$ cat src/rtl/rtg_pkg.sv
package rtg_pkg;

   localparam int FIELD_W        = 16;
   localparam int SW_W           = 8;
   localparam int DIV_W          = 4;
   localparam int MODE_EN_BIT    = 31;
   localparam int MODE_LAYER_BIT = 16;
   localparam int MODE_DIV_LSB   = 8;

   typedef struct packed {
      logic [FIELD_W-1:0] h_tot;
      logic [FIELD_W-1:0] h_end;
      logic [FIELD_W-1:0] h_ss;
      logic [SW_W-1:0]    h_sw;
      logic [FIELD_W-1:0] v_tot;
      logic [FIELD_W-1:0] v_end;
      logic [FIELD_W-1:0] v_ss;
      logic [SW_W-1:0]    v_sw;
      logic [DIV_W-1:0]   div;
      logic               layer;
   } rtg_cfg_t;

endpackage

$ cat src/rtl/rtg_dot_div.sv
module rtg_dot_div #(
   parameter int DIV_W = 4
) (
   input  logic             clk,
   input  logic             rst_n,
   input  logic             clr,
   input  logic [DIV_W-1:0] ratio,
   output logic             stb
);

   logic [DIV_W-1:0] cnt_q;

   assign stb = (cnt_q == ratio);

   always_ff @(posedge clk or negedge rst_n) begin
      if (!rst_n) begin
         cnt_q <= '0;
      end else if (clr || stb) begin
         cnt_q <= '0;
      end else begin
         cnt_q <= cnt_q + 1'b1;
      end
   end

endmodule

$ cat src/rtl/rtg_axis.sv
module rtg_axis #(
   parameter int CNT_W = 12,
   parameter int SW_W  = 8
) (
   input  logic             clk,
   input  logic             rst_n,
   input  logic             clr,
   input  logic             step,
   input  logic [CNT_W-1:0] tot,
   input  logic [CNT_W-1:0] act_end,
   input  logic [CNT_W-1:0] sync_start,
   input  logic [SW_W-1:0]  sync_wid,
   output logic [CNT_W-1:0] cnt,
   output logic             wrap,
   output logic             active,
   output logic             sync
);

   localparam int EXT_W = CNT_W + 1;

   logic [CNT_W-1:0] cnt_q;
   logic             at_end;
   logic [EXT_W-1:0] sync_last;

   assign at_end    = (cnt_q == tot);
   assign wrap      = step && at_end;
   assign cnt       = cnt_q;
   assign active    = (cnt_q <= act_end);
   assign sync_last = {1'b0, sync_start} + {{(EXT_W-SW_W){1'b0}}, sync_wid};
   assign sync      = (cnt_q >= sync_start) && ({1'b0, cnt_q} <= sync_last);

   always_ff @(posedge clk or negedge rst_n) begin
      if (!rst_n) begin
         cnt_q <= '0;
      end else if (clr) begin
         cnt_q <= '0;
      end else if (step) begin
         cnt_q <= at_end ? '0 : cnt_q + 1'b1;
      end
   end

endmodule

$ cat src/rtl/raster_timing_gen.sv
module raster_timing_gen
   import rtg_pkg::*;
#(
   parameter int CNT_W = 12
) (
   input  logic             clk,
   input  logic             rst_n,
   input  logic [31:0]      htot_reg,
   input  logic [31:0]      hdisp_reg,
   input  logic [31:0]      hsync_reg,
   input  logic [31:0]      vtot_reg,
   input  logic [31:0]      vdisp_reg,
   input  logic [31:0]      mode_reg,
   output logic             pix_stb,
   output logic             hsync,
   output logic             vsync,
   output logic             de,
   output logic [CNT_W-1:0] px_x,
   output logic [CNT_W-1:0] px_y
);

   generate
      if (CNT_W > FIELD_W || CNT_W < SW_W + 1) begin : g_bad_width
         $error("raster_timing_gen: CNT_W out of range");
      end
   endgenerate

   rtg_cfg_t         cfg_live;
   rtg_cfg_t         cfg_q;
   logic             disp_en;
   logic             layer_on;
   logic             frame_wrap;
   logic             div_stb;
   logic [DIV_W-1:0] div_q;
   logic [CNT_W-1:0] h_tot_q, h_de_q, h_ss_q;
   logic [CNT_W-1:0] v_tot_q, v_de_q, v_ss_q;
   logic             h_wrap, h_act, h_sync;
   logic             v_act, v_sync;
   logic             unused_reg_bits;

   assign disp_en = mode_reg[MODE_EN_BIT];

   assign cfg_live = '{
      h_tot: htot_reg[31:16],
      h_end: hdisp_reg[15:0],
      h_ss:  hsync_reg[15:0],
      h_sw:  hsync_reg[23:16],
      v_tot: vtot_reg[31:16],
      v_end: vdisp_reg[31:16],
      v_ss:  vdisp_reg[15:0],
      v_sw:  hsync_reg[31:24],
      div:   mode_reg[MODE_DIV_LSB +: DIV_W],
      layer: mode_reg[MODE_LAYER_BIT]
   };

   assign unused_reg_bits = ^{htot_reg[15:0], hdisp_reg[31:16], vtot_reg[15:0],
                              mode_reg[30:17], mode_reg[15:12], mode_reg[7:0]};

   // Shadow stage: follows the live words while idle, otherwise only at frame wrap
   always_ff @(posedge clk or negedge rst_n) begin
      if (!rst_n) begin
         cfg_q <= '0;
      end else if (!disp_en || frame_wrap) begin
         cfg_q <= cfg_live;
      end
   end

   assign h_tot_q  = cfg_q.h_tot[CNT_W-1:0];
   assign h_de_q   = cfg_q.h_end[CNT_W-1:0];
   assign h_ss_q   = cfg_q.h_ss[CNT_W-1:0];
   assign v_tot_q  = cfg_q.v_tot[CNT_W-1:0];
   assign v_de_q   = cfg_q.v_end[CNT_W-1:0];
   assign v_ss_q   = cfg_q.v_ss[CNT_W-1:0];
   assign div_q    = cfg_q.div;
   assign layer_on = cfg_q.layer;

   generate
      if (CNT_W < FIELD_W) begin : g_trim
         logic unused_hi_bits;
         assign unused_hi_bits = ^{cfg_q.h_tot[FIELD_W-1:CNT_W], cfg_q.h_end[FIELD_W-1:CNT_W],
                                   cfg_q.h_ss[FIELD_W-1:CNT_W],  cfg_q.v_tot[FIELD_W-1:CNT_W],
                                   cfg_q.v_end[FIELD_W-1:CNT_W], cfg_q.v_ss[FIELD_W-1:CNT_W]};
      end
   endgenerate

   rtg_dot_div #(.DIV_W(DIV_W)) u_div (
      .clk   (clk),
      .rst_n (rst_n),
      .clr   (!disp_en),
      .ratio (div_q),
      .stb   (div_stb)
   );

   assign pix_stb = disp_en && div_stb;

   rtg_axis #(.CNT_W(CNT_W), .SW_W(SW_W)) u_h (
      .clk        (clk),
      .rst_n      (rst_n),
      .clr        (!disp_en),
      .step       (pix_stb),
      .tot        (h_tot_q),
      .act_end    (h_de_q),
      .sync_start (h_ss_q),
      .sync_wid   (cfg_q.h_sw),
      .cnt        (px_x),
      .wrap       (h_wrap),
      .active     (h_act),
      .sync       (h_sync)
   );

   rtg_axis #(.CNT_W(CNT_W), .SW_W(SW_W)) u_v (
      .clk        (clk),
      .rst_n      (rst_n),
      .clr        (!disp_en),
      .step       (h_wrap),
      .tot        (v_tot_q),
      .act_end    (v_de_q),
      .sync_start (v_ss_q),
      .sync_wid   (cfg_q.v_sw),
      .cnt        (px_y),
      .wrap       (frame_wrap),
      .active     (v_act),
      .sync       (v_sync)
   );

   assign hsync = disp_en && h_sync;
   assign vsync = disp_en && v_sync;
   assign de    = disp_en && layer_on && h_act && v_act;

endmodule

$ cat config.mk
export PLATFORM = sky130hd
export DESIGN_NAME = raster_timing_gen
export DESIGN_NICKNAME = d
export VERILOG_FILES = /design/src/rtl/rtg_pkg.sv /design/src/rtl/rtg_dot_div.sv /design/src/rtl/rtg_axis.sv /design/src/rtl/raster_timing_gen.sv
export SDC_FILE = /design/constraint.sdc
export NUM_CORES = 1
export LEC_CHECK = 0
export BUFFER_PORTS_ARGS = -buffer_cell sky130_fd_sc_hd__buf_2
export CORE_MARGIN = 2
export CORE_UTILIZATION = 50
export DETAILED_ROUTE_END_ITERATION = 8
export GPL_TIMING_DRIVEN = 0
export PLACE_DENSITY = 0.77
export SYNTH_ARGS = -nofsm -noshare
export SYNTH_HDL_FRONTEND = slang
export SYNTH_HIERARCHICAL = 1
export SYNTH_SLANG_ARGS = --single-unit
$ cat constraint.sdc
create_clock -name clk -period 7.15 [get_ports clk]
set_input_delay 0.715 -clock clk [delete_from_list [all_inputs] [get_ports clk]]
set_output_delay 0.715 -clock clk [all_outputs]
set_load 0.02 [all_outputs]
==> metrics.txt <==
Rel. slew slack=62.06%; fmax=214.3 MHz; clk sinks=121; via count=5710; final core occ=60.16%; area leader, netlist=dfrtp_1; gpl congestion=0.8726; share of power burned in registers=38.3%; synthesized area=7981 sq um; First-pass DRT Iterations=4; root buffer cell=clkbuf_16; leak pwr=4.893 nW; Post-Syn Area per Cell=11.31 sq um; Worst-Skew Late Latency=410 ps; post-synth cell types=55; Min-Delay Path Class=in2async; RSZ-0062 raised after global routing=no; first-pass GRT wire length=28.86 mm; Longest Clk Path Bufs=2; asr flop ratio synth=100.0%; Avg WL per Cell=16.56 um; register area share after synthesis=37.94%; Comb power frac=20.3%; Internal Power=0.001509 W; die width=130.3 um; top cell type's share of synthesized area=37.94%; port bufs=123; status=finished, final reports clean; fin crit share=65.26%; crit path DAT=3950 ps; total gr overflow=0; crit-path max FO=3; final-stage net count=1136; vias in the first global route=5737; Initial Util=50.61%; Clk pwr share=41.4%; Layout area overhead=18.86%; net count after synthesis=993; htree depth=4; Final Skew=6.465 ps; max_cap viols=0; share of layout cells above drive strength 1=31.44%; cts repair resizes=0; minimum clock period=4666 ps; endpoint class of the critical path=primary output; most common cell after layout, fill and taps aside=buf_2; CP Data Required Time=6430 ps; Syn Inst Count=706; pwr/cell area=215.9 nW/um^2; DP Wirelength=13.17 mm; top cells by area, synth=dfrtp_1 38%, ha_1 14%, mux2_4 13%; I/O Pins=222; final WL=17.89 mm; largest net degree at the start of global routing=99; EDFF count, synth=0; Die Ht=130.3 um; antenna violations before repair=1; final setup vio count=0; core area=15770 sq um; Post-CTS Setup Inserts=0; Final Hold Viols=0; synthesis-stage register bit count=121; Net Switching=0.0005397 W; Num CTS Buffers=17; VDD IR-drop max=0.1817 mV; CTS tree=done; commonest cells after routing, fill and taps aside=124 x buf_2, 121 x dfrtp_1, 91 x ha_1; clk slew on worst S/H paths=50 ps; Final TNS setup=0 ps; DRC violation count after routing=0; Tot GR Track Use=22.32%; Fillers=1342; DRT iter0 DRCs=279; Worst-Margin Slew=568.5 ps; critical path type=reg2out; CP Launch Type=flop; die area=16990 sq um; row count=46; Net Sw Frac=26.35%; Final ANT Viol Nets=0; prevailing post-synth register cell=dfrtp_1; Max Transition Viols Final=0; via/cell ratio=5.287; CTS Hold Bufs=0; YS warnings=6
## cells in the mapped netlist, types with 12 or more instances
cell / number
dfrtp_1: 121
ha_1: 91
mux2_4: 70
inv_1: 60
xor2_1: 45
nor2_1: 41
a21oi_1: 33
nand2_1: 29
mux2_2: 23
nand3_1: 21
xnor2_1: 20
o21ai_0: 17
nand4_1: 12
## power by group through the flow
stage | clock, W | sequential [W] | combinational (W)
after floorplan | 0 | 0.000783 | 0.000310
after global placement | 0 | 0.000794 | 0.000396
after detailed placement | 0 | 0.000796 | 0.000412
after CTS | 0.000865 | 0.000786 | 0.000417
after global routing | 0.000896 | 0.000792 | 0.000465
final | 0.000848 | 0.000785 | 0.000415
## through the flow
stage                     total power, W  hold slack, ps  area (sq um)  std cells  setup WS (ps)
after global placement          0.001190           485.5          8867       1045           2998
final                           0.002048           151.3          9487       1080           2484
after global routing            0.002154           151.0          9484       1079           2238
after floorplan                 0.001093           419.4          7981        706           3486
after CTS                       0.002067           143.3          9482       1078           2539
after detailed placement        0.001208           491.8          8901       1046           3007
## per-layer routing
metal	vias to the layer above	track usage (%)	wire length [um]	share of wire [%]
met5	-	0	0	0
met4	0	7.134	283	1.6
met3	22	5.822	859	4.8
met2	120	37.33	8662	48
met1	2768	28.44	8080	45
li1	2800	-	-	-
## state kept, by name, indices dropped and copies added (netlist names)
name / cells
u_div/cnt_q: 4
cfg_q: 88
u_v/cnt: 12
layer_on: 1
div_q: 4
u_h/cnt: 12
## logic make-up after synthesis
group                    count (synthesis)  share of synthesized area, %
AND/OR/NAND/NOR                        156                         10.21
buffers and inverters                   70                         4.076
flip-flops                             121                         37.94
adder cells (fa/ha/maj)                 93                         14.77
multiplexers                            95                         16.66
XOR/XNOR                                65                         7.133
AO/OA/AOI/OAI                          106                         9.218
## final cells by class
class	count	area [sq um]	area share [%]
clock inverter	9	122.6	1.293
antenna	2	5.005	0.05276
inverter	60	225.2	2.374
multi-input combinational	515	4628	48.79
buffer	10	100.1	1.055
clock buffer	23	457.9	4.827
timing repair buffer	124	649.4	6.845
tap	216	270.3	2.849
sequential	121	3028	31.92
## final timing paths
path	startpoint	end	slack, ps	depth (start not counted)
worst min-delay path	rst_n	cfg_q[18]	150	1
worst max-delay path	cfg_q[13]	vsync	2480	16
max in group asynchronous	rst_n	cfg_q[69]	6230	2
min in group clk	cfg_q[24]	cfg_q[24]	510	1
worst min register to register	cfg_q[24]	cfg_q[24]	510	1
worst max register to register	u_h/cnt[4]	cfg_q[54]	3800	10
## critical path: stages (launching register included)
cell and delay [ps]:
dfrtp_1 390, ha_1 210, inv_1 60, fa_1 400, and2b_1 250, o2111ai_2 150, a31oi_2 260, nand3_1 130
xnor2_1 160, ha_1 310, and3_1 220, nand4_1 120, nor3_1 180, a221oi_1 70, a311oi_1 240, and2_1 190
buf_2 170
Note: power is estimated with default switching activity, not from simulation.
